$ cat src/rtl/mux_bus_sram_target.sv
module mux_bus_sram_target #(
  parameter int SETTLE = 3
) (
  input  logic        clk,
  input  logic        rst_n,
  input  logic [1:0]  cfg_mode,
  input  logic [1:0]  cfg_pairs,
  input  logic [21:0] bus_ad_in,
  input  logic        bus_start,
  input  logic        bus_rd,
  input  logic        bus_wr,
  input  logic        bus_byte,
  input  logic        bus_iopage,
  output logic [15:0] bus_data_out,
  output logic        bus_data_oe,
  output logic        bus_ack,
  output logic [18:0] mem_addr,
  output logic [7:0]  mem_ce,
  output logic        mem_we,
  output logic [15:0] mem_wdata,
  input  logic [15:0] mem_rdata
);
  localparam int NPAIR = 4;
  localparam int CW = $clog2(SETTLE + 1);
  localparam logic [CW-1:0] LAST = CW'(SETTLE - 1);

  logic          start_q, sel_q, byte_q, ack_q;
  logic [21:0]   adr_q, mask;
  logic [CW-1:0] cnt;
  logic          io_hit, in_range;

  wire start_rise = bus_start & ~start_q;
  wire strobe     = bus_rd | bus_wr;
  wire act        = sel_q & bus_start & strobe;

  always_comb begin
    case (cfg_mode)
      2'd0: begin mask = 22'h00FFFF; io_hit = &bus_ad_in[15:13]; in_range = 1'b1; end
      2'd1: begin mask = 22'h03FFFF; io_hit = &bus_ad_in[17:13]; in_range = 1'b1; end
      default: begin
        mask = 22'h3FFFFF;
        io_hit = &bus_ad_in[21:13];
        in_range = bus_ad_in[21:20] <= cfg_pairs;
      end
    endcase
  end

  always_ff @(posedge clk or negedge rst_n) begin
    if (!rst_n) begin
      start_q <= 1'b0;
      sel_q   <= 1'b0;
      byte_q  <= 1'b0;
      adr_q   <= '0;
    end else begin
      start_q <= bus_start;
      if (!bus_start) sel_q <= 1'b0;
      else if (start_rise) begin
        sel_q  <= in_range & ~io_hit & ~bus_iopage & ~ack_q;
        adr_q  <= bus_ad_in & mask;
        byte_q <= bus_byte;
      end
    end
  end

  always_ff @(posedge clk or negedge rst_n) begin
    if (!rst_n) begin
      cnt   <= '0;
      ack_q <= 1'b0;
    end else begin
      cnt   <= (!act || ack_q) ? '0 : cnt + 1'b1;
      ack_q <= strobe & (ack_q | (act & (cnt == LAST)));
    end
  end

  wire [1:0] lanes = (bus_wr & byte_q) ? (adr_q[0] ? 2'b10 : 2'b01) : 2'b11;

  for (genvar p = 0; p < NPAIR; p++) begin : g_pair
    assign mem_ce[2*p+1:2*p] = (act && adr_q[21:20] == 2'(p)) ? lanes : 2'b00;
  end

  assign mem_addr     = adr_q[19:1];
  assign mem_we       = act & bus_wr;
  assign mem_wdata    = bus_ad_in[15:0];
  assign bus_data_oe  = act & bus_rd & ~bus_wr;
  assign bus_data_out = bus_data_oe ? mem_rdata : 16'h0000;
  assign bus_ack      = ack_q & strobe;

  assert_addr_held_R1: assert property (@(posedge clk) disable iff (!rst_n)
    (sel_q && bus_start && $past(sel_q && bus_start)) |-> $stable(mem_addr));

  assert_reply_after_strobe_R3: assert property (@(posedge clk) disable iff (!rst_n)
    $rose(bus_ack) |-> $past(act));

  assert_one_pair_R6: assert property (@(posedge clk) disable iff (!rst_n)
    $countones(mem_ce) <= 2);

  assert_single_lane_R9: assert property (@(posedge clk) disable iff (!rst_n)
    (mem_we && byte_q) |-> $countones(mem_ce) <= 1);

  assert_iopage_blocks_R10: assert property (@(posedge clk) disable iff (!rst_n)
    ($rose(bus_start) && bus_iopage) |=> mem_ce == 8'h00);
endmodule

$ cat config.mk
export PLATFORM = sky130hd
export DESIGN_NAME = mux_bus_sram_target
export DESIGN_NICKNAME = d
export VERILOG_FILES = /design/src/rtl/mux_bus_sram_target.sv
export SDC_FILE = /design/constraint.sdc
export NUM_CORES = 1
export LEC_CHECK = 0
export BUFFER_PORTS_ARGS = -buffer_cell sky130_fd_sc_hd__buf_2
export CORE_MARGIN = 10
export CORE_UTILIZATION = 43
export DETAILED_ROUTE_END_ITERATION = 12
export GPL_ROUTABILITY_DRIVEN = 0
export PLACE_DENSITY_LB_ADDON = 0.2
export SYNTH_ARGS = -nofsm -noshare
export SYNTH_HDL_FRONTEND = slang
export SYNTH_SLANG_ARGS = --single-unit
export TNS_END_PERCENT = 20
$ cat constraint.sdc
create_clock -name clk -period 1.9 [get_ports clk]
set_input_delay 0.285 -clock clk [delete_from_list [all_inputs] [get_ports clk]]
set_output_delay 0.285 -clock clk [all_outputs]
set_load 0.05 [all_outputs]
Word level (Yosys, flattened, before mapping)
Index checks and enable logic that the tools add are counted.
{ "totals": {"rom_bits": 0, "latchBits": 0, "in_bits": 49, "ff_bits": 28, "word_cells": 61, "out_inout_bits": 62, "memories": 0, "mem_bits_rw": 0} }
{ "op_classes": {"order_cmp": 1, "add_sub_neg": 1, "eq_ne": 6, "multipliers": 0, "muxes": 13, "n_reduce_logical": 13, "n_div": 0, "shift": 0, "bitwise_logic": 21} }
{ "op_table": {"columns": ["op", "count"], "rows": [
  ["case mux 22 bit (2 select lines)", 1],
  ["AND 22 bit", 1],
  ["2-to-1 mux 16 bit", 1],
  ["2-to-1 mux 2 bit", 7],
  ["AND 1 bit", 13],
  ["AND reduction 9 bit", 1],
  ["equality test 2 bit, second input constant", 3],
  ["inverter 1 bit", 5],
  ["AND reduction 5 bit", 1],
  ["equality test 2 x 1 -> 1 bit, second input constant", 2],
  ["logical AND 1 bit", 4],
  ["zero test 2 bit", 2],
  ["2-to-1 mux 1 bit", 3],
  ["AND reduction 3 bit", 1],
  ["adder 2 x 1 -> 2 bit, second input constant", 1],
  ["less-or-equal comparator 2 bit", 1],
  ["!= test 2 x 1 -> 1 bit, second input constant", 1],
  ["OR 1 bit", 2],
  ["case mux 1 bit (2 select lines)", 1],
  ["AND reduction 2 bit", 1],
  ["OR reduction 2 bit", 1],
  ["zero test 1 bit", 1],
  ["logical OR 1 bit", 1]
]} }

Depth between registers and ports, before layout
{ "depth": {"word_depth": 8, "ltp_mapped": 5, "ltp_nobuf": 5} }

Worst setup path before layout
OpenSTA, ideal clock, no wires.
{ "synth_timing": {"kind": "reg-to-output", "startpoint": "register sel_q", "endpoint": "output port mem_ce[1]", "path_buffers": 0, "t_arrival_ns": 1.907, "required_ns": 1.615, "path_stages_with_launch": 4, "path_slack_ns": -0.292, "path_cell_list": "dfrtp_1 > o211ai_1 > or2_2 > nor3_1"} }
{ "synth_between": {"elab_chain_len": 4} }
{ "synth_lines": {"columns": ["element", "line_no", "source"], "rows": [
  ["from (decl)", "27", "logic start_q, sel_q, byte_q, ack_q;"],
  ["from (signal assigned)", "58", "sel_q <= in_range & ~io_hit & ~bus_iopage & ~ack_q;"],
  ["AND 1 bit (2 in a row)", "34", "wire act = sel_q & bus_start & strobe;"],
  ["logical AND 1 bit", "78", "assign mem_ce[2*p+1:2*p] = (act && adr_q[21:20] == 2'(p)) ? lanes : 2'b00;"],
  ["2-to-1 mux 2 bit", "78", null],
  ["to (decl)", "18", "output logic [7:0] mem_ce,"]
]} }
Every way passes these cells.

Final worst setup path
{ "layout_timing": {"startpoint": "register sel_q", "endpoint": "output port bus_data_out[10]"} }
{ "layout_between": {"elab_chain_len": 5} }
{ "layout_lines": {"columns": ["element", "line_no", "source"], "rows": [
  ["AND 1 bit (2 in a row)", "34", null],
  ["AND 1 bit (2 in a row)", "84", "assign bus_data_oe = act & bus_rd & ~bus_wr;"],
  ["2-to-1 mux 16 bit", "85", "assign bus_data_out = bus_data_oe ? mem_rdata : 16'h0000;"],
  ["to (decl)", "14", "output logic [15:0] bus_data_out,"]
]} }
Every way passes these cells.

==> results.toml <==
[outcome]
status = "complete, no violations"

[sta]
fmax_mhz = 571
maxSlewHeadroom_pct = 58.1
tightest_slew_ns = 0.628
fin_crit_sh_pct = 92.1
setup-violations-final = 0
rsz0062_at_grt = "false"
final-max-slew-violation-count = 0
fin_skew_ns = 0.00196
final_hold_viol_count = 0
setup_tns_ns = 0
final.min_clock_period_ns = 1.75

[worst_hold_path]
hold_class = "primary input to asynchronous set/reset pin"

[power]
switching_share_pct = 37.8
clkPwrFrac_pct = 22.0
combPwrFrac_pct = 34.9
p_seq_share_pct = 43.2
vdd_drop_max_mv = 0.444
p_sw_w = 0.000616
p_leak_nw = 1.13
internal-power_w = 0.00101
cellPowerDensity_mw_per_mm2 = 802

[global_routing]
grt-ovfl-total = 0
grtUsageTotal_pct = 12.2
grt_use_met1_pct = 13.1
use_met2_pct = 21.9
first_global_vias = 1428
top_usage_layer = "met2"
use_met3_pct = 4.97
grt_pass1_wl_um = 6630
grt_max_degree = 29
antenna_found_initial = 0

[flow_run]
maxCapViolations = 0

[synth]
syn-num-nets = 211
synth_cell_types = 29
synth_cells = 159
synth.cell_area_mm2 = 0.00161
synth-seq-area-share_pct = 43.5
synth_warnings = 0
avgSynthCellArea_um2 = 10.1
ys_ff_latch = 28

[cells_and_area]
stdcell_count = 285
seq_area_um2 = 701
final_common_cell = "buf_2"
syn_to_final_growth_pct = 26.4
mostFrequentLayoutCells = "buf_2, dfrtp_1, mux2_2, and2_1"
antenna_cells = 0
finalNetCount = 290
drive_gt1_share_pct = 58.2
multiInputGateArea_um2 = 614
fillers = 360

[floorplanning]
row_count = 22
die_area_mm2 = 0.00659
core-area_mm2 = 0.00363
io_pins = 111
die_y_um = 81.2
start_util_pct = 44.3
die_w_um = 81.2

[setup_path]
critical_path.max_fanout = 17
critPathRequiredTime_ns = 1.62
path_class = "register to output pin"
start_kind = "register"
worstPathArrival_ns = 1.47
cp-end-kind = "output pin"

[detailed_routing]
routed_wl_um = 4080
dr.pass1.iters = 3
num_vias = 1299
drcViolationCount = 0
routed_via_density = 4.56
wl_per_cell_um = 14.3
ant_nets = 0
drt_iter0_markers = 20

[cts]
htree_levels = 1
cts_tree = "built"
clkSlewWorstSetupHoldPaths_ns = 0.09
ctsHoldBuffers = 0
ctsLongestPathBuffers = 2
cts-root-buf = "clkbuf_8"
clock-sinks = 28
clkLatencyLatePin_ns = 0.27
cts_buffers = 3

[place]
port_buffers = 110
hpwl_um = 3510
dp_cells = 280
layout make-up:
class	count	share of cell area [%]
well taps	48	2.95
clock buffers	4	2.71
multi-input cells	88	30.2
inverters	3	0.554
flip-flops and latches	28	34.5
repair buffers	114	29.1
flip-flops by register name (all words and copies together) (netlist names):
name / count
adr_q: 22
sel_q: 1
ack_q: 1
start_q: 1
byte_q: 1
cnt: 2
metal layers:
metal  vias to the layer above  share of wire [%]
li1                        652                  -
met1                       576                 38
met2                        69                 47
met3                         2                 15
met4                         0               0.37
met5                         -                  0
power groups by stage:
stage               clock [W]  combinational, W  sequential (W)
floorplan                   0          0.000513        0.000707
global placement            0          0.000571        0.000713
detailed placement          0          0.000573        0.000716
CTS                  0.000379          0.000575        0.000704
global route         0.000404          0.000605        0.000716
finish               0.000358          0.000568        0.000703
critical path: stages (launching register included):
cell and delay [ns]:
dfrtp_1 0.41, and4b_2 0.38, and2_1 0.16, buf_2 0.26
cell families (layout without fill, tap and decap cells):
family	Yosys count	after routing	synth area share, %
and+or+nand+nor	54	54	17.3
buffers and inverters	43	121	18.8
DFF	28	28	43.5
muxes	17	17	11.9
AOI/OAI and AO/OA	14	14	6.14
adders and majority gates	3	3	2.33
what timing repair did:
item / 4_1_cts / 5_1_grt
setup endpoints to repair: 3 / 19
resized for setup: 2 / 5
setup buffers: 0 / 1
final timing paths:
path,slack [ns],start,depth (start not counted),end
max in group asynchronous,1.46,rst_n,1,ack_q
hold reg to reg,0.44,cnt[0],1,cnt[0]
min in group clk,0.22,bus_start,1,start_q
setup reg to reg,0.49,start_q,3,adr_q[10]
setup / recovery,0.15,sel_q,3,bus_data_out[10]
hold / removal,0.03,rst_n,1,adr_q[11]
Yosys cell counts (all sizes together):
| master | n | area [um2] |
|---|---|---|
| nand2b | 2 | 12.5 |
| nand4 | 1 | 6.26 |
| or3 | 1 | 6.26 |
| nand3 | 3 | 15.0 |
| clkbuf | 2 | 7.51 |
| and4b | 1 | 10.0 |
| dfrtp | 28 | 701 |
| o2111ai | 1 | 8.76 |
| nor2 | 11 | 41.3 |
| buf | 38 | 284 |
| or2 | 1 | 6.26 |
| nand2 | 11 | 41.3 |
| o211ai | 1 | 7.51 |
| and3 | 1 | 6.26 |
| ha | 3 | 37.5 |
| a2bb2oi | 1 | 8.76 |
| o31ai | 1 | 7.51 |
| mux2 | 17 | 191 |
| and2 | 16 | 100 |
| a31oi | 1 | 6.26 |
| nor3 | 4 | 20.0 |
| inv | 3 | 11.3 |
| a22o | 2 | 17.5 |
| o21ai | 5 | 25.0 |
| nor2b | 2 | 12.5 |
| a211oi | 1 | 7.51 |
| o211a | 1 | 10.0 |
per-stage QoR:
step           hold WS, ns  utilization [%]  area, um2  setup slack [ns]  total power (W)
3_3_place_gp         0.342             53.8       1960             0.223          0.00128
2_1_floorplan      -0.0106                -       1610           -0.0689          0.00122
3_5_place_dp         0.344             53.8       1960             0.239          0.00129
6_report            0.0253             56.0       2030             0.150          0.00163
4_1_cts             0.0444             55.4       2010            0.0247          0.00166
5_1_grt             0.0662             56.0       2030           0.00724          0.00173
Note: power is estimated with default switching activity, not from simulation.
